`src/rtl/spi_regport_pkg.sv`:
```
package spi_regport_pkg;
    localparam int FRAME_BITS = 16;
    localparam int ADDR_W     = 6;
    localparam int IDX_W      = ADDR_W - 1;
    localparam int BYTE_W     = 8;
    localparam int CNT_W      = $clog2(FRAME_BITS + 2);

    typedef enum logic [1:0] {
        ST_IDLE   = 2'd0,
        ST_SHIFT  = 2'd1,
        ST_COMMIT = 2'd2,
        ST_FETCH  = 2'd3
    } frame_state_t;
endpackage

```
`src/rtl/spi_pin_sync.sv`:
```
module spi_pin_sync #(
    parameter int          W        = 3,
    parameter logic [W-1:0] RST_VAL = '0
) (
    input  logic         clk,
    input  logic         rst_n,
    input  logic [W-1:0] pin_i,
    output logic [W-1:0] sync_o
);
    for (genvar g = 0; g < W; g++) begin : g_bit
        logic meta_q, stab_q;
        always_ff @(posedge clk or negedge rst_n) begin
            if (!rst_n) begin
                meta_q <= RST_VAL[g];
                stab_q <= RST_VAL[g];
            end else begin
                meta_q <= pin_i[g];
                stab_q <= meta_q;
            end
        end
        assign sync_o[g] = stab_q;
    end
endmodule

```
`src/rtl/spi_edge_detect.sv`:
```
module spi_edge_detect #(
    parameter int           W       = 2,
    parameter logic [W-1:0] RST_VAL = '0
) (
    input  logic         clk,
    input  logic         rst_n,
    input  logic [W-1:0] lvl_i,
    output logic [W-1:0] rise_o,
    output logic [W-1:0] fall_o
);
    logic [W-1:0] prev_q;

    always_ff @(posedge clk or negedge rst_n) begin
        if (!rst_n) prev_q <= RST_VAL;
        else        prev_q <= lvl_i;
    end

    assign rise_o = lvl_i & ~prev_q;
    assign fall_o = ~lvl_i & prev_q;
endmodule

```
`src/rtl/spi_frame_fsm.sv`:
```
module spi_frame_fsm
    import spi_regport_pkg::*;
(
    input  logic              clk,
    input  logic              rst_n,
    input  logic              cs_rise_i,
    input  logic              cs_fall_i,
    input  logic              sclk_rise_i,
    input  logic              din_i,
    output logic              frame_start_o,
    output logic              in_frame_o,
    output logic              wr_en_o,
    output logic [IDX_W-1:0]  idx_o,
    output logic              upper_o,
    output logic [BYTE_W-1:0] byte_o,
    output logic              pend_clr_o,
    output logic              pend_load_o
);
    localparam logic [CNT_W-1:0] FULL_CNT = CNT_W'(FRAME_BITS);
    localparam logic [CNT_W-1:0] OVER_CNT = CNT_W'(FRAME_BITS + 1);

    frame_state_t           state_q, state_d;
    logic [FRAME_BITS-1:0]  rx_q;
    logic [CNT_W-1:0]       cnt_q;
    logic                   frame_ok;
    logic                   is_write;

    assign frame_ok = (cnt_q == FULL_CNT) && !rx_q[FRAME_BITS-2];
    assign is_write = rx_q[FRAME_BITS-1];

    always_ff @(posedge clk or negedge rst_n) begin
        if (!rst_n) state_q <= ST_IDLE;
        else        state_q <= state_d;
    end

    always_comb begin
        state_d = state_q;
        unique case (state_q)
            ST_IDLE:   if (cs_fall_i) state_d = ST_SHIFT;
            ST_SHIFT:  if (cs_rise_i) state_d = frame_ok ? ST_COMMIT : ST_IDLE;
            ST_COMMIT: state_d = is_write ? ST_IDLE : ST_FETCH;
            ST_FETCH:  state_d = ST_IDLE;
            default:   state_d = ST_IDLE;
        endcase
    end

    always_ff @(posedge clk or negedge rst_n) begin
        if (!rst_n) begin
            rx_q  <= '0;
            cnt_q <= '0;
        end else if (state_q == ST_IDLE && cs_fall_i) begin
            cnt_q <= '0;
        end else if (state_q == ST_SHIFT && sclk_rise_i && cnt_q != OVER_CNT) begin
            cnt_q <= cnt_q + 1'b1;
            if (cnt_q < FULL_CNT) rx_q <= {rx_q[FRAME_BITS-2:0], din_i};
        end
    end

    always_comb begin
        frame_start_o = (state_q == ST_IDLE) && cs_fall_i;
        in_frame_o    = (state_q == ST_SHIFT);
        wr_en_o       = (state_q == ST_COMMIT) && is_write;
        pend_clr_o    = (state_q == ST_COMMIT) && is_write;
        pend_load_o   = (state_q == ST_FETCH);
        idx_o         = rx_q[FRAME_BITS-3 -: IDX_W];
        upper_o       = rx_q[BYTE_W];
        byte_o        = rx_q[BYTE_W-1:0];
    end

    // the write strobe lasts exactly one cycle
    p_wr_single_cycle_r3: assert property (@(posedge clk) disable iff (!rst_n)
        wr_en_o |=> !wr_en_o);

    // a frame with a bad edge count or bit 14 set returns to idle with no write
    p_discard_bad_frame_r8: assert property (@(posedge clk) disable iff (!rst_n)
        (state_q == ST_SHIFT && cs_rise_i && !frame_ok) |=> (state_q == ST_IDLE && !wr_en_o));

    // the read word is captured only right after a read commit
    p_fetch_after_read_r4: assert property (@(posedge clk) disable iff (!rst_n)
        pend_load_o |-> ($past(state_q) == ST_COMMIT && !$past(is_write)));

    // a write and a fetch never coincide
    p_wr_fetch_exclusive_r5: assert property (@(posedge clk) disable iff (!rst_n)
        $onehot0({wr_en_o, pend_load_o}));
endmodule

```
`src/rtl/spi_tx_pipe.sv`:
```
module spi_tx_pipe
    import spi_regport_pkg::*;
(
    input  logic                  clk,
    input  logic                  rst_n,
    input  logic                  frame_start_i,
    input  logic                  in_frame_i,
    input  logic                  sclk_fall_i,
    input  logic                  pend_clr_i,
    input  logic                  pend_load_i,
    input  logic [FRAME_BITS-1:0] rd_word_i,
    output logic                  tx_bit_o
);
    logic [FRAME_BITS-1:0] pend_q;
    logic [FRAME_BITS-1:0] shift_q;

    always_ff @(posedge clk or negedge rst_n) begin
        if (!rst_n)           pend_q <= '0;
        else if (pend_clr_i)  pend_q <= '0;
        else if (pend_load_i) pend_q <= rd_word_i;
    end

    always_ff @(posedge clk or negedge rst_n) begin
        if (!rst_n)                        shift_q <= '0;
        else if (frame_start_i)            shift_q <= pend_q;
        else if (in_frame_i && sclk_fall_i) shift_q <= {shift_q[FRAME_BITS-2:0], 1'b0};
    end

    assign tx_bit_o = shift_q[FRAME_BITS-1];

    // the output bit moves only on a frame start or an in-frame SCLK fall
    p_tx_hold_r7: assert property (@(posedge clk) disable iff (!rst_n)
        (!frame_start_i && !(in_frame_i && sclk_fall_i)) |=> $stable(tx_bit_o));

    // the pending word changes only through a commit or a fetch
    p_pend_hold_r8: assert property (@(posedge clk) disable iff (!rst_n)
        (!pend_clr_i && !pend_load_i) |=> $stable(pend_q));
endmodule

```
`src/rtl/spi_regport.sv`:
```
module spi_regport
    import spi_regport_pkg::*;
(
    input  logic              clk,
    input  logic              rst_n,
    input  logic              spi_csn_i,
    input  logic              spi_sclk_i,
    input  logic              spi_mosi_i,
    output logic              spi_miso_o,
    output logic              spi_miso_oe_o,
    output logic              bank_wr_en_o,
    output logic [IDX_W-1:0]  bank_wr_idx_o,
    output logic              bank_wr_upper_o,
    output logic [BYTE_W-1:0] bank_wr_byte_o,
    output logic [IDX_W-1:0]  bank_rd_idx_o,
    input  logic [FRAME_BITS-1:0] bank_rd_word_i
);
    // synchronised vector: [2] chip select, [1] serial clock, [0] data in
    logic [2:0] pins_sync;
    logic [1:0] edge_rise, edge_fall;
    logic       frame_start, in_frame, pend_clr, pend_load, tx_bit;
    logic [IDX_W-1:0] idx;

    spi_pin_sync #(.W(3), .RST_VAL(3'b100)) u_sync (
        .clk    (clk),
        .rst_n  (rst_n),
        .pin_i  ({spi_csn_i, spi_sclk_i, spi_mosi_i}),
        .sync_o (pins_sync)
    );

    // edge vector: [1] chip select, [0] serial clock
    spi_edge_detect #(.W(2), .RST_VAL(2'b10)) u_edge (
        .clk    (clk),
        .rst_n  (rst_n),
        .lvl_i  (pins_sync[2:1]),
        .rise_o (edge_rise),
        .fall_o (edge_fall)
    );

    spi_frame_fsm u_fsm (
        .clk           (clk),
        .rst_n         (rst_n),
        .cs_rise_i     (edge_rise[1]),
        .cs_fall_i     (edge_fall[1]),
        .sclk_rise_i   (edge_rise[0]),
        .din_i         (pins_sync[0]),
        .frame_start_o (frame_start),
        .in_frame_o    (in_frame),
        .wr_en_o       (bank_wr_en_o),
        .idx_o         (idx),
        .upper_o       (bank_wr_upper_o),
        .byte_o        (bank_wr_byte_o),
        .pend_clr_o    (pend_clr),
        .pend_load_o   (pend_load)
    );

    spi_tx_pipe u_tx (
        .clk           (clk),
        .rst_n         (rst_n),
        .frame_start_i (frame_start),
        .in_frame_i    (in_frame),
        .sclk_fall_i   (edge_fall[0]),
        .pend_clr_i    (pend_clr),
        .pend_load_i   (pend_load),
        .rd_word_i     (bank_rd_word_i),
        .tx_bit_o      (tx_bit)
    );

    assign bank_wr_idx_o = idx;
    assign bank_rd_idx_o = idx;
    assign spi_miso_oe_o = ~pins_sync[2];
    assign spi_miso_o    = spi_miso_oe_o & tx_bit;

    // a chip select seen high two clocks ago keeps the pad disabled
    p_quiet_when_deselected_r1: assert property (@(posedge clk) disable iff (!rst_n)
        $past(spi_csn_i, 2) |-> (!spi_miso_oe_o && !spi_miso_o));

    // writes are issued only after deselection
    p_wr_after_deselect_r3: assert property (@(posedge clk) disable iff (!rst_n)
        bank_wr_en_o |-> pins_sync[2]);
endmodule

```
`config.mk`:
```
export PLATFORM = sky130hd
export DESIGN_NAME = spi_regport
export DESIGN_NICKNAME = d
export VERILOG_FILES = /design/src/rtl/spi_regport_pkg.sv /design/src/rtl/spi_pin_sync.sv /design/src/rtl/spi_edge_detect.sv /design/src/rtl/spi_frame_fsm.sv /design/src/rtl/spi_tx_pipe.sv /design/src/rtl/spi_regport.sv
export SDC_FILE = /design/constraint.sdc
export NUM_CORES = 1
export LEC_CHECK = 0
export BUFFER_PORTS_ARGS = -buffer_cell sky130_fd_sc_hd__buf_2
export CAP_MARGIN = 40
export CELL_PAD_IN_SITES_DETAIL_PLACEMENT = 0
export CELL_PAD_IN_SITES_GLOBAL_PLACEMENT = 1
export CORE_MARGIN = 5
export CORE_UTILIZATION = 41
export CTS_CLUSTER_SIZE = 30
export DETAILED_ROUTE_END_ITERATION = 16
export PLACE_DENSITY = 0.79
export SYNTH_ARGS = -nofsm -noshare
export SYNTH_HDL_FRONTEND = slang
export SYNTH_SLANG_ARGS = --single-unit
```
`constraint.sdc`:
```
create_clock -name clk -period 1.85 [get_ports clk]
set_input_delay 0.185 -clock clk [delete_from_list [all_inputs] [get_ports clk]]
set_output_delay 0.185 -clock clk [all_outputs]
set_load 0.005 [all_outputs]
```
==> results of run 1 <==
## flip-flops by register name, summed over array words and instances, names as in the netlist
signal / count
u_edge.prev_q: 2
u_tx.shift_q: 16
u_fsm.cnt_q: 5
u_fsm.rx_q: 16
u_sync.g_bit.meta_q: 3
u_sync.g_bit.stab_q: 3
u_tx.pend_q: 16
u_fsm.state_q: 2
## worst max-delay path: cells and delay by family, from the launching register on
kind	cells	cell delay (ns)
muxes	1	0.34
buffers and inverters	1	0.17
DFF	1	0.54
and+or+nand+nor	1	0.41
AOI/OAI and AO/OA	1	0.15
## kinds of logic (layout without fill, tap and decap cells)
kind of cell | count (synthesis) | count (layout) | synth area share
flip-flops | 63 | 63 | 0.548
AO/OA/AOI/OAI | 25 | 25 | 0.0542
AND/OR/NAND/NOR | 54 | 54 | 0.0959
buffers and inverters | 40 | 83 | 0.0859
multiplexers | 49 | 49 | 0.200
adder cells (fa/ha/maj) | 4 | 4 | 0.0165
## power by group
group          switching (uW)  internal, uW
logic                     251           456
clock network             487           659
registers                 164          1640
## cells in the final DEF, fill, tap and decap left out, types with 2 or more instances in the layout
cell type / n
nor2_1: 2
mux2_4: 8
nand3b_1: 2
nand3_1: 2
a31oi_1: 2
ha_1: 3
mux2i_1: 5
dlygate4sd3_1: 4
buf_2: 42
nand2_1: 37
mux2_2: 35
buf_4: 6
clkbuf_1: 3
o22a_1: 2
inv_1: 11
clkbuf_8: 10
o21ai_0: 16
buf_12: 4
dfrtp_1: 60
dfstp_2: 3
## area by class of cell
cell class              instances  area [sq um]
multi-input cells             132          1060
well taps                      96           120
clock buffers                  13           149
inverters                      11          41.3
clock inverters                 3          42.5
repair buffers                 56           375
flip-flops and latches         63          1580
fillers                       630          3470
## worst max path at each step
stage,start,endpoint,slack [ns]
floorplan,u_edge.prev_q[1]$_DFF_PN1_,u_tx.shift_q[4]$_DFFE_PN0P_,0.07
global placement,u_edge.prev_q[1]$_DFF_PN1_,u_tx.shift_q[3]$_DFFE_PN0P_,0.15
detailed placement,u_edge.prev_q[1]$_DFF_PN1_,u_tx.shift_q[13]$_DFFE_PN0P_,0.12
CTS,u_edge.prev_q[1]$_DFF_PN1_,u_tx.shift_q[4]$_DFFE_PN0P_,0.11
global route,u_fsm.state_q[0]$_DFFE_PN0P_,bank_wr_en_o,0.06
finish,u_edge.prev_q[1]$_DFF_PN1_,u_tx.shift_q[4]$_DFFE_PN0P_,0.12
## cells in the mapped netlist, types with 2 or more instances
| cell | count | area [sq um] |
|---|---|---|
| ha_1 | 3 | 37.5 |
| buf_4 | 19 | 143 |
| a31oi_1 | 2 | 12.5 |
| nand3_1 | 2 | 10.0 |
| dfrtp_1 | 60 | 1500 |
| mux2_2 | 35 | 394 |
| mux2_4 | 8 | 120 |
| inv_1 | 11 | 41.3 |
| o22a_1 | 2 | 17.5 |
| o21ai_0 | 16 | 80.1 |
| mux2i_1 | 5 | 50.1 |
| buf_2 | 2 | 10.0 |
| dfstp_2 | 3 | 78.8 |
| clkbuf_1 | 6 | 22.5 |
| nand2_1 | 37 | 139 |
| nor2_1 | 2 | 7.51 |
| nand3b_1 | 2 | 15.0 |
## routing by layer
| metal | wire length [um] | share of wire | vias to the layer above | global-route usage |
|---|---|---|---|---|
| met1 | 2230 | 0.47 | 835 | 0.154 |
| met2 | 2260 | 0.48 | 32 | 0.191 |
| met4 | 80 | 0.017 | 0 | 0.0614 |
| met5 | 0 | 0 | - | 0 |
| li1 | - | - | 854 | - |
| met3 | 177 | 0.037 | 9 | 0.0216 |
## per-stage QoR
step | hold WS (ns) | cell area [sq um] | cells | worst slack [ns] | total power [uW]
2_1_floorplan | -0.111 | 2880 | 235 | 0.0674 | 2390
5_1_grt | 0.0660 | 3360 | 374 | 0.0628 | 3870
4_1_cts | 0.0501 | 3360 | 374 | 0.114 | 3700
6_report | 0.0593 | 3360 | 374 | 0.116 | 3650
3_3_place_gp | 0.216 | 3130 | 354 | 0.153 | 2510
3_5_place_dp | 0.219 | 3130 | 354 | 0.120 | 2530
==> impl_results.md, run 1 <==
- Hold-fix buffers, CTS: 4
- CP Capture Type: flip-flop
- Final setup viols: 0
- Reg2Reg Depth: 4
- Average cell area after synthesis: 12.3 sq um
- Worst skew pair latency: 0.32 ns
- Hold wc startpoint: bank_rd_word_i[14]
- Primary FF master, synth: dfrtp_1
- Drc violations: 0
- Slew @ Worst Pin: 0.568 ns
- CP Max Fanout: 16
- Gpl congestion: 0.727
- Register clock-pin slew on the reported worst setup and hold paths: 0.07 ns
- Final antenna-violating net count: 0
- Rows: 30
- Count of cell types in the netlist: 37
- Sequential share of the synthesized area: 0.548
- Antenna Cells: 0
- Arrival time worst endpoint: 1.94 ns
- Power per cell area: 1090 nW/um^2
- Setup Skew: 0.00496 ns
- Width of the die: 93.9 um
- Critical path class: flip-flop to flip-flop
- Fin crit period: 1.73 ns
- GRT Overall Usage: 0.119
- First-pass GRT wire length: 8.26 mm
- Hold path depth: 3
- Worst path required time: 2.06 ns
- Final setup TNS: 0 ns
- Post-CTS Resized: 0
- Root Driver: clkbuf_8
- Synthesis Warnings: 0
- I/O pin count: 43
- Avg WL per Cell: 12.7 um
- Die Height: 93.9 um
- Period utilisation layout: 0.937
- Post-synthesis cell area: 2880 sq um
- CTS buffer count: 9
- Fmax: 577 MHz
- Post-synthesis cell count: 235
- Post CTS Setup Buffer Count: 0
- Synthesized flop and latch total: 63
- RSZ-0062 raised after global routing: no
- Hold Path End: u_tx.pend_q[14]$_DFFE_PN0P_
- RR Startpoint: u_edge.prev_q[1]$_DFF_PN1_
- EDFF count, synth: 0
- Max transition margin: 0.622
- VDD IR max: 0.000487 V
- Synth-to-layout area growth: 16.7%
- CP max stage cell: dfstp_2
- Reg2reg end: u_tx.shift_q[4]$_DFFE_PN0P_
- Die ar.: 8810 sq um
- Pleak: 0.00152 uW
- Detailed Place HPWL: 3.33 mm
- DRT iter0 DRCs: 60
- Total of max-cap violations: 0
- Slowest stage delay, CP: 0.54 ns
- Share of cells above drive strength 1: 0.421
- R2R setup slack: 0.12 ns
- Clock Tree Buf Depth: 2
- Syn_nets: 259
- Num Clock Sinks: 63
- Final slew viol count: 0
- Ys async rst share: 1.00
- First-pass DRT Iterations: 4
- Fin. Hold Viols: 0
- Cell Chain, Critical Path: or3b_4 > a21oi_4 > buf_12 > mux2_2
- Final Util: 0.492
- Final wirelength: 4.75 mm
- Vias in the first global route: 1795
- Outcome: completed
- Core Region: 6830 sq um
- Hold Crit Class: primary input to flip-flop
- Vias per Instance: 4.63
- Initial core utilization: 0.422
- Grt total ovfl: 0
- Via count: 1730
- Largest net degree at the start of global routing: 33
- Worst setup SP type: flip-flop
- Initial antenna violation count: 0
- H-tree depth: 3
- Final #Nets: 297
- Port Buffer Count: 42
- CTS tree: done
Note: power is estimated with default switching activity, not from simulation.
==> run 2, diff against run 1 <==
--- a/config.mk
+++ b/config.mk
@@ -9,6 +9,7 @@
 export CAP_MARGIN = 40
 export CELL_PAD_IN_SITES_DETAIL_PLACEMENT = 0
 export CELL_PAD_IN_SITES_GLOBAL_PLACEMENT = 1
+export CORE_ASPECT_RATIO = 1.5
 export CORE_MARGIN = 5
 export CORE_UTILIZATION = 41
 export CTS_CLUSTER_SIZE = 30
==> impl_results.md, run 2 (synthesis results as in run 1) <==
- Fin. Hold Viols: 0 (unchanged)
- Period utilisation layout: 0.954 (+0.0164)
- VDD IR max: 0.000523 V (+7.3%)
- Width of the die: 78.5 um (-16%)
- Drc violations: 0 (unchanged)
- Setup WS post-layout: 0.0855 ns (-0.0303 ns)
- Most frequent cells in the layout: dfrtp_1 (60), buf_2 (42), nand2_1 (37), mux2_2 (35), o21ai_0 (16)
- First-pass GRT wire length: 8.25 mm (about the same)
- Hold Crit Class: primary input to flip-flop
- Fin crit period: 1.76 ns (+0.0303 ns)
- CP Max Fanout: 13 (-3)
- R2R setup slack: 0.09 ns (-0.03 ns)
- Critical path class: flip-flop to flip-flop
- First-pass DRT Iterations: 4 (unchanged)
- Sw Ratio: 0.249 (+0.00200)
- Gpl congestion: 0.722 (-0.63%)
- Setup Skew: 0.00953 ns (+0.00457 ns)
- Final Util: 0.487 (-0.00564)
- CTS buffer count: 9 (unchanged)
- Grt total ovfl: 0 (unchanged)
- Clock Tree Buf Depth: 2 (unchanged)
- CP Capture Type: flip-flop
- Largest net degree at the start of global routing: 64 (+94%)
- Final #Nets: 296 (-0.34%)
- Core Region: 6850 sq um (+0.29%)
- Most common cell after layout, fill and taps aside: dfrtp_1
- Part of the power in registers: 0.494 (about the same)
- Initial antenna violation count: 0 (unchanged)
- Worst setup SP type: flip-flop
- Final wirelength: 4.75 mm (+0.11%)
- Final antenna-violating net count: 0 (unchanged)
- Sw power: 911 uW (+1.0%)
- Share of cells above drive strength 1: 0.422 (+0.00152)
- Max transition margin: 0.791 (+0.169)
- I/O pin count: 43 (unchanged)
- Antenna Cells: 0 (unchanged)
- Fmax: 567 MHz (-1.7%)
- Pre-CTS WS: 0.0412 ns (-0.0788 ns)
- Rows: 37 (+23%)
- Total of max-cap violations: 0 (unchanged)
- RR Startpoint: u_edge.prev_q[1]$_DFF_PN1_
- RSZ-0062 raised after global routing: no
- Critical path launch point: u_edge.prev_q[1]$_DFF_PN1_
- Arrival time worst endpoint: 1.98 ns (+0.04 ns)
- Worst path required time: 2.07 ns (about the same)
- Avg WL per Cell: 13.4 um (+5.5%)
- Power per cell area: 1100 nW/um^2 (+1.1%)
- Root Driver: clkbuf_8
- Detailed Place HPWL: 3.32 mm (-0.33%)
- Hold wc startpoint: bank_rd_word_i[5]
- DRT iter0 DRCs: 47 (-22%)
- Die Height: 113 um (+20%)
- H-tree depth: 3 (unchanged)
- Port Buffer Count: 42 (unchanged)
- Final slew viol count: 0 (unchanged)
- Top Registers: u_fsm.rx_q x16, u_tx.pend_q x16, u_tx.shift_q x16
- Slew @ Worst Pin: 0.313 ns (-0.255 ns)
- Synth-to-layout area growth: 15.7%
- Pleak: 0.00152 uW (about the same)
- Num Clock Sinks: 63 (unchanged)
- Final setup viols: 0 (unchanged)
- GRT Overall Usage: 0.120 (+0.000239)
- Combinational power share: 0.192 (-0.002)
- Register clock-pin slew on the reported worst setup and hold paths: 0.07 ns (about the same)
- Internal Pwr Total: 2750 uW (about the same)
- Vias per Instance: 4.81 (+4.0%)
- Post-CTS Resized: 0 (unchanged)
- Vias in the first global route: 1783 (-0.67%)
- Worst skew pair latency: 0.33 ns (about the same)
- Initial core utilization: 0.421 (-0.00123)
- Clock Power Share: 0.314 (about the same)
- Via count: 1708 (-1.3%)
- Die ar.: 8850 sq um (+0.39%)
- CTS tree: done
- Outcome: completed
- Fillcell total: 664 (+5.4%)
- Final setup TNS: 0 ns (unchanged)
## run 2: cell count changes in the layout (fill, tap and decap cells not counted)
cell,before,now
clkbuf_1,3,2
buf_4,6,5
clkinv_2,1,2
## run 2: power by group through the flow
stage / Sequential, uW / Clock [uW] / Combinational, uW
6_report: 1810 / 1150 / 703
2_1_floorplan: 1780 / 0 / 615
3_3_place_gp: 1830 / 0 / 689
5_1_grt: 1850 / 1260 / 783
3_5_place_dp: 1830 / 0 / 708
4_1_cts: 1810 / 1190 / 719
## run 2: what timing repair did
item / in CTS / in global routing
setup endpoints to repair: 0 / 1
hold buffers: 4 / 0
hold endpoints to repair: 63 / 0
setup buffers: 0 / 1
## run 2: layout make-up
| cell class | count | area, sq um | area share |
|---|---|---|---|
| Clock buffer | 12 | 145 | 0.0435 |
| Clock inverter | 4 | 47.5 | 0.0143 |
| Tap cell | 78 | 97.6 | 0.0293 |
| Sequential cell | 63 | 1580 | 0.474 |
| Inverter | 11 | 41.3 | 0.0124 |
| Multi-Input combinational cell | 132 | 1060 | 0.317 |
| Timing Repair Buffer | 55 | 368 | 0.110 |
## run 2: per-stage QoR
step | hold slack (ns) | power, uW | instance area [sq um] | std cells
global placement | 0.221 | 2520 | 3100 | 334
global route | 0.0462 | 3890 | 3340 | 355
finish | 0.0504 | 3660 | 3340 | 355
detailed placement | 0.220 | 2540 | 3100 | 334
floorplan | -0.111 | 2390 | 2880 | 235
CTS | 0.0367 | 3720 | 3330 | 354
## run 2: routing by layer
metal | track usage | wire [um] | vias to the layer above
met4 | 0.0455 | 63 | 0
met1 | 0.143 | 2070 | 819
li1 | - | - | 847
met5 | 0 | 0 | -
met3 | 0.0414 | 225 | 7
met2 | 0.198 | 2390 | 35
## run 2: critical path: stages, from the launching register on
cell and delay (ns):
dfstp_2 0.54, or3b_4 0.41, a21oi_4 0.20, buf_12 0.17, mux2_2 0.34
## run 2: final timing paths
check	cells past startpoint	endpoint
max	4	u_tx.shift_q[2]$_DFFE_PN0P_
min	3	u_tx.pend_q[5]$_DFFE_PN0P_
max reg2reg	4	u_tx.shift_q[2]$_DFFE_PN0P_
min reg2reg	0	u_sync.g_bit[0].stab_q$_DFF_PN0_
max in group asynchronous	3	u_sync.g_bit[2].stab_q$_DFF_PN1_
min in group asynchronous	3	u_tx.pend_q[6]$_DFFE_PN0P_
==> run 3, diff against run 2 <==
--- a/config.mk
+++ b/config.mk
@@ -11,10 +11,11 @@
 export CELL_PAD_IN_SITES_GLOBAL_PLACEMENT = 1
 export CORE_ASPECT_RATIO = 1.5
 export CORE_MARGIN = 5
-export CORE_UTILIZATION = 41
+export CORE_UTILIZATION = 49
 export CTS_CLUSTER_SIZE = 30
 export DETAILED_ROUTE_END_ITERATION = 16
-export PLACE_DENSITY = 0.79
+export PLACE_DENSITY = 0.88
+export SLEW_MARGIN = 20
 export SYNTH_ARGS = -nofsm -noshare
 export SYNTH_HDL_FRONTEND = slang
 export SYNTH_SLANG_ARGS = --single-unit
==> constraint.sdc (replaced) <==
create_clock -name clk -period 2.2 [get_ports clk]
set_input_delay 0.66 -clock clk [delete_from_list [all_inputs] [get_ports clk]]
set_output_delay 0.66 -clock clk [all_outputs]
set_load 0.005 [all_outputs]
==> impl_results.md, run 3 (synthesis results as in run 1) <==
- Outcome: completed
- GRT Overall Usage: 0.142 (+0.0229)
- VDD IR max: 0.000534 V (+2.1%)
- Synth-to-layout area growth: 13.3%
- Die ar.: 7550 sq um (-15%)
- Setup WS post-layout: 0.206 ns (+0.120 ns)
- Post-CTS Resized: 0 (unchanged)
- Arrival time worst endpoint: 1.33 ns (-0.65 ns)
- Fmax: 501 MHz
- Vias per Instance: 5.01 (+4.1%)
- Hold Crit Class: primary input to asynchronous set/reset pin
- Worst skew pair latency: 0.35 ns (+0.02 ns)
- CTS tree: done
- CP Max Fanout: 10 (-3)
- Vias in the first global route: 1773 (-0.56%)
- Avg WL per Cell: 13.9 um (+3.8%)
- Share of cells above drive strength 1: 0.432 (+0.00935)
- Clock Tree Buf Depth: 2 (unchanged)
- Detailed Place HPWL: 3.39 mm (+2.2%)
- Port Buffer Count: 42 (unchanged)
- Initial core utilization: 0.498 (+0.0776)
- Via count: 1718 (+0.59%)
- Pre-CTS WS: 0.360 ns (+0.319 ns)
- Final slew viol count: 0 (unchanged)
- Critical path class: flip-flop to primary output
- Final Util: 0.565 (+0.0778)
- Worst setup SP type: flip-flop
- Total of max-cap violations: 0 (unchanged)
- Most common cell after layout, fill and taps aside: dfrtp_1
- First-pass GRT wire length: 8.34 mm (+1.0%)
- Initial antenna violation count: 0 (unchanged)
- First-pass DRT Iterations: 4 (unchanged)
- Num Clock Sinks: 63 (unchanged)
- Drc violations: 0 (unchanged)
- Hold-fix buffers, CTS: 0 (-4)
- RSZ-0062 raised after global routing: no
- Root Driver: clkbuf_8
- Final #Nets: 290 (-2.0%)
- Final antenna-violating net count: 0 (unchanged)
- Setup Skew: 0.0104 ns (+0.000859 ns)
- Fin crit period: 1.99 ns
- Rows: 34 (-8.1%)
- Fin. Hold Viols: 0 (unchanged)
- Final wirelength: 4.77 mm (+0.32%)
- Slew @ Worst Pin: 0.528 ns (+0.216 ns)
- CP Capture Type: primary output
- Final setup TNS: 0 ns (unchanged)
- Post CTS Setup Buffer Count: 0 (unchanged)
- Worst path required time: 1.54 ns (-0.53 ns)
- Hold slack: 0.285 ns (+0.234 ns)
- Most frequent cells in the layout: dfrtp_1 (60), buf_2 (42), nand2_1 (37), mux2_2 (35), o21ai_0 (16)
- CTS buffer count: 9 (unchanged)
- Gpl congestion: 0.775 (+7.3%)
- Power per cell area: 990 nW/um^2 (-9.8%)
- Largest net degree at the start of global routing: 33 (-48%)
- Grt total ovfl: 0 (unchanged)
- I/O pin count: 43 (unchanged)
- Final setup viols: 0 (unchanged)
- Top Registers: u_fsm.rx_q x16, u_tx.pend_q x16, u_tx.shift_q x16
- Period utilisation layout: 0.907
- H-tree depth: 3 (unchanged)
- Antenna Cells: 0 (unchanged)
- Core Region: 5790 sq um (-16%)
- Max transition margin: 0.648 (-0.143)
- DRT iter0 DRCs: 94 (+100%)
- Register clock-pin slew on the reported worst setup and hold paths: 0.07 ns (about the same)
- Pleak: 0.00150 uW (-1.2%)
- Die Height: 104 um (-7.8%)
- Width of the die: 72.6 um (-7.4%)
## run 3: cell count changes in the layout (fill, tap and decap cells not counted)
cell           previous run  this run
dlygate4sd3_1             4         0
inv_6                     0         4
buf_12                    4         1
clkbuf_1                  2         0
buf_4                     5         6
bufinv_16                 1         2
clkbuf_8                 10         9
clkinv_2                  2         1
clkinvlp_4                1         0
## run 3: final cells by class
class                      instances  area [sq um]
multi-input combinational        132          1060
timing repair buffer              49           275
clock inverter                     7           100
fill                             536          2520
tap                               72          90.1
sequential                        63          1580
inverter                          11          41.3
clock buffer                       9           124
## run 3: metal layers
metal / GRT usage / vias up / part of all wire
li1: - / 841 / -
met1: 0.175 / 833 / 0.43
met2: 0.217 / 36 / 0.49
met3: 0.0580 / 8 / 0.057
met4: 0.0633 / 0 / 0.024
met5: 0 / - / 0
## run 3: worst paths after layout
check	start	to	slack, ns	cells past startpoint
worst max-delay path	u_fsm.state_q[0]$_DFFE_PN0P_	bank_wr_en_o	0.21	3
worst min-delay path	rst_n	u_sync.g_bit[1].meta_q$_DFF_PN0_	0.28	1
worst max register to register	u_fsm.state_q[0]$_DFFE_PN0P_	u_tx.shift_q[3]$_DFFE_PN0P_	0.35	4
worst min register to register	u_sync.g_bit[1].meta_q$_DFF_PN0_	u_sync.g_bit[1].stab_q$_DFF_PN0_	0.35	0
max in group asynchronous	rst_n	u_tx.pend_q[12]$_DFFE_PN0P_	1.26	2
min in group clk	u_sync.g_bit[1].meta_q$_DFF_PN0_	u_sync.g_bit[1].stab_q$_DFF_PN0_	0.35	0
## run 3: power by group
part           leakage (uW)  internal [uW]  total, uW  switching (uW)
sequential         0.000697           1370       1530             152
combinational      0.000688            367        571             204
clock              0.000115            651       1140             484
## run 3: critical path, stage by stage, from the launching register on
cell and delay (ns):
dfrtp_1 0.50, nand3b_1 0.26, inv_1 0.11, buf_2 0.11
## run 3: per-stage QoR
stage	total power, uW	instances	cell area (sq um)
floorplan	2010	235	2880
global placement	2090	327	3040
detailed placement	2130	327	3040
CTS	3280	343	3270
global route	3410	343	3270
finish	3230	343	3270
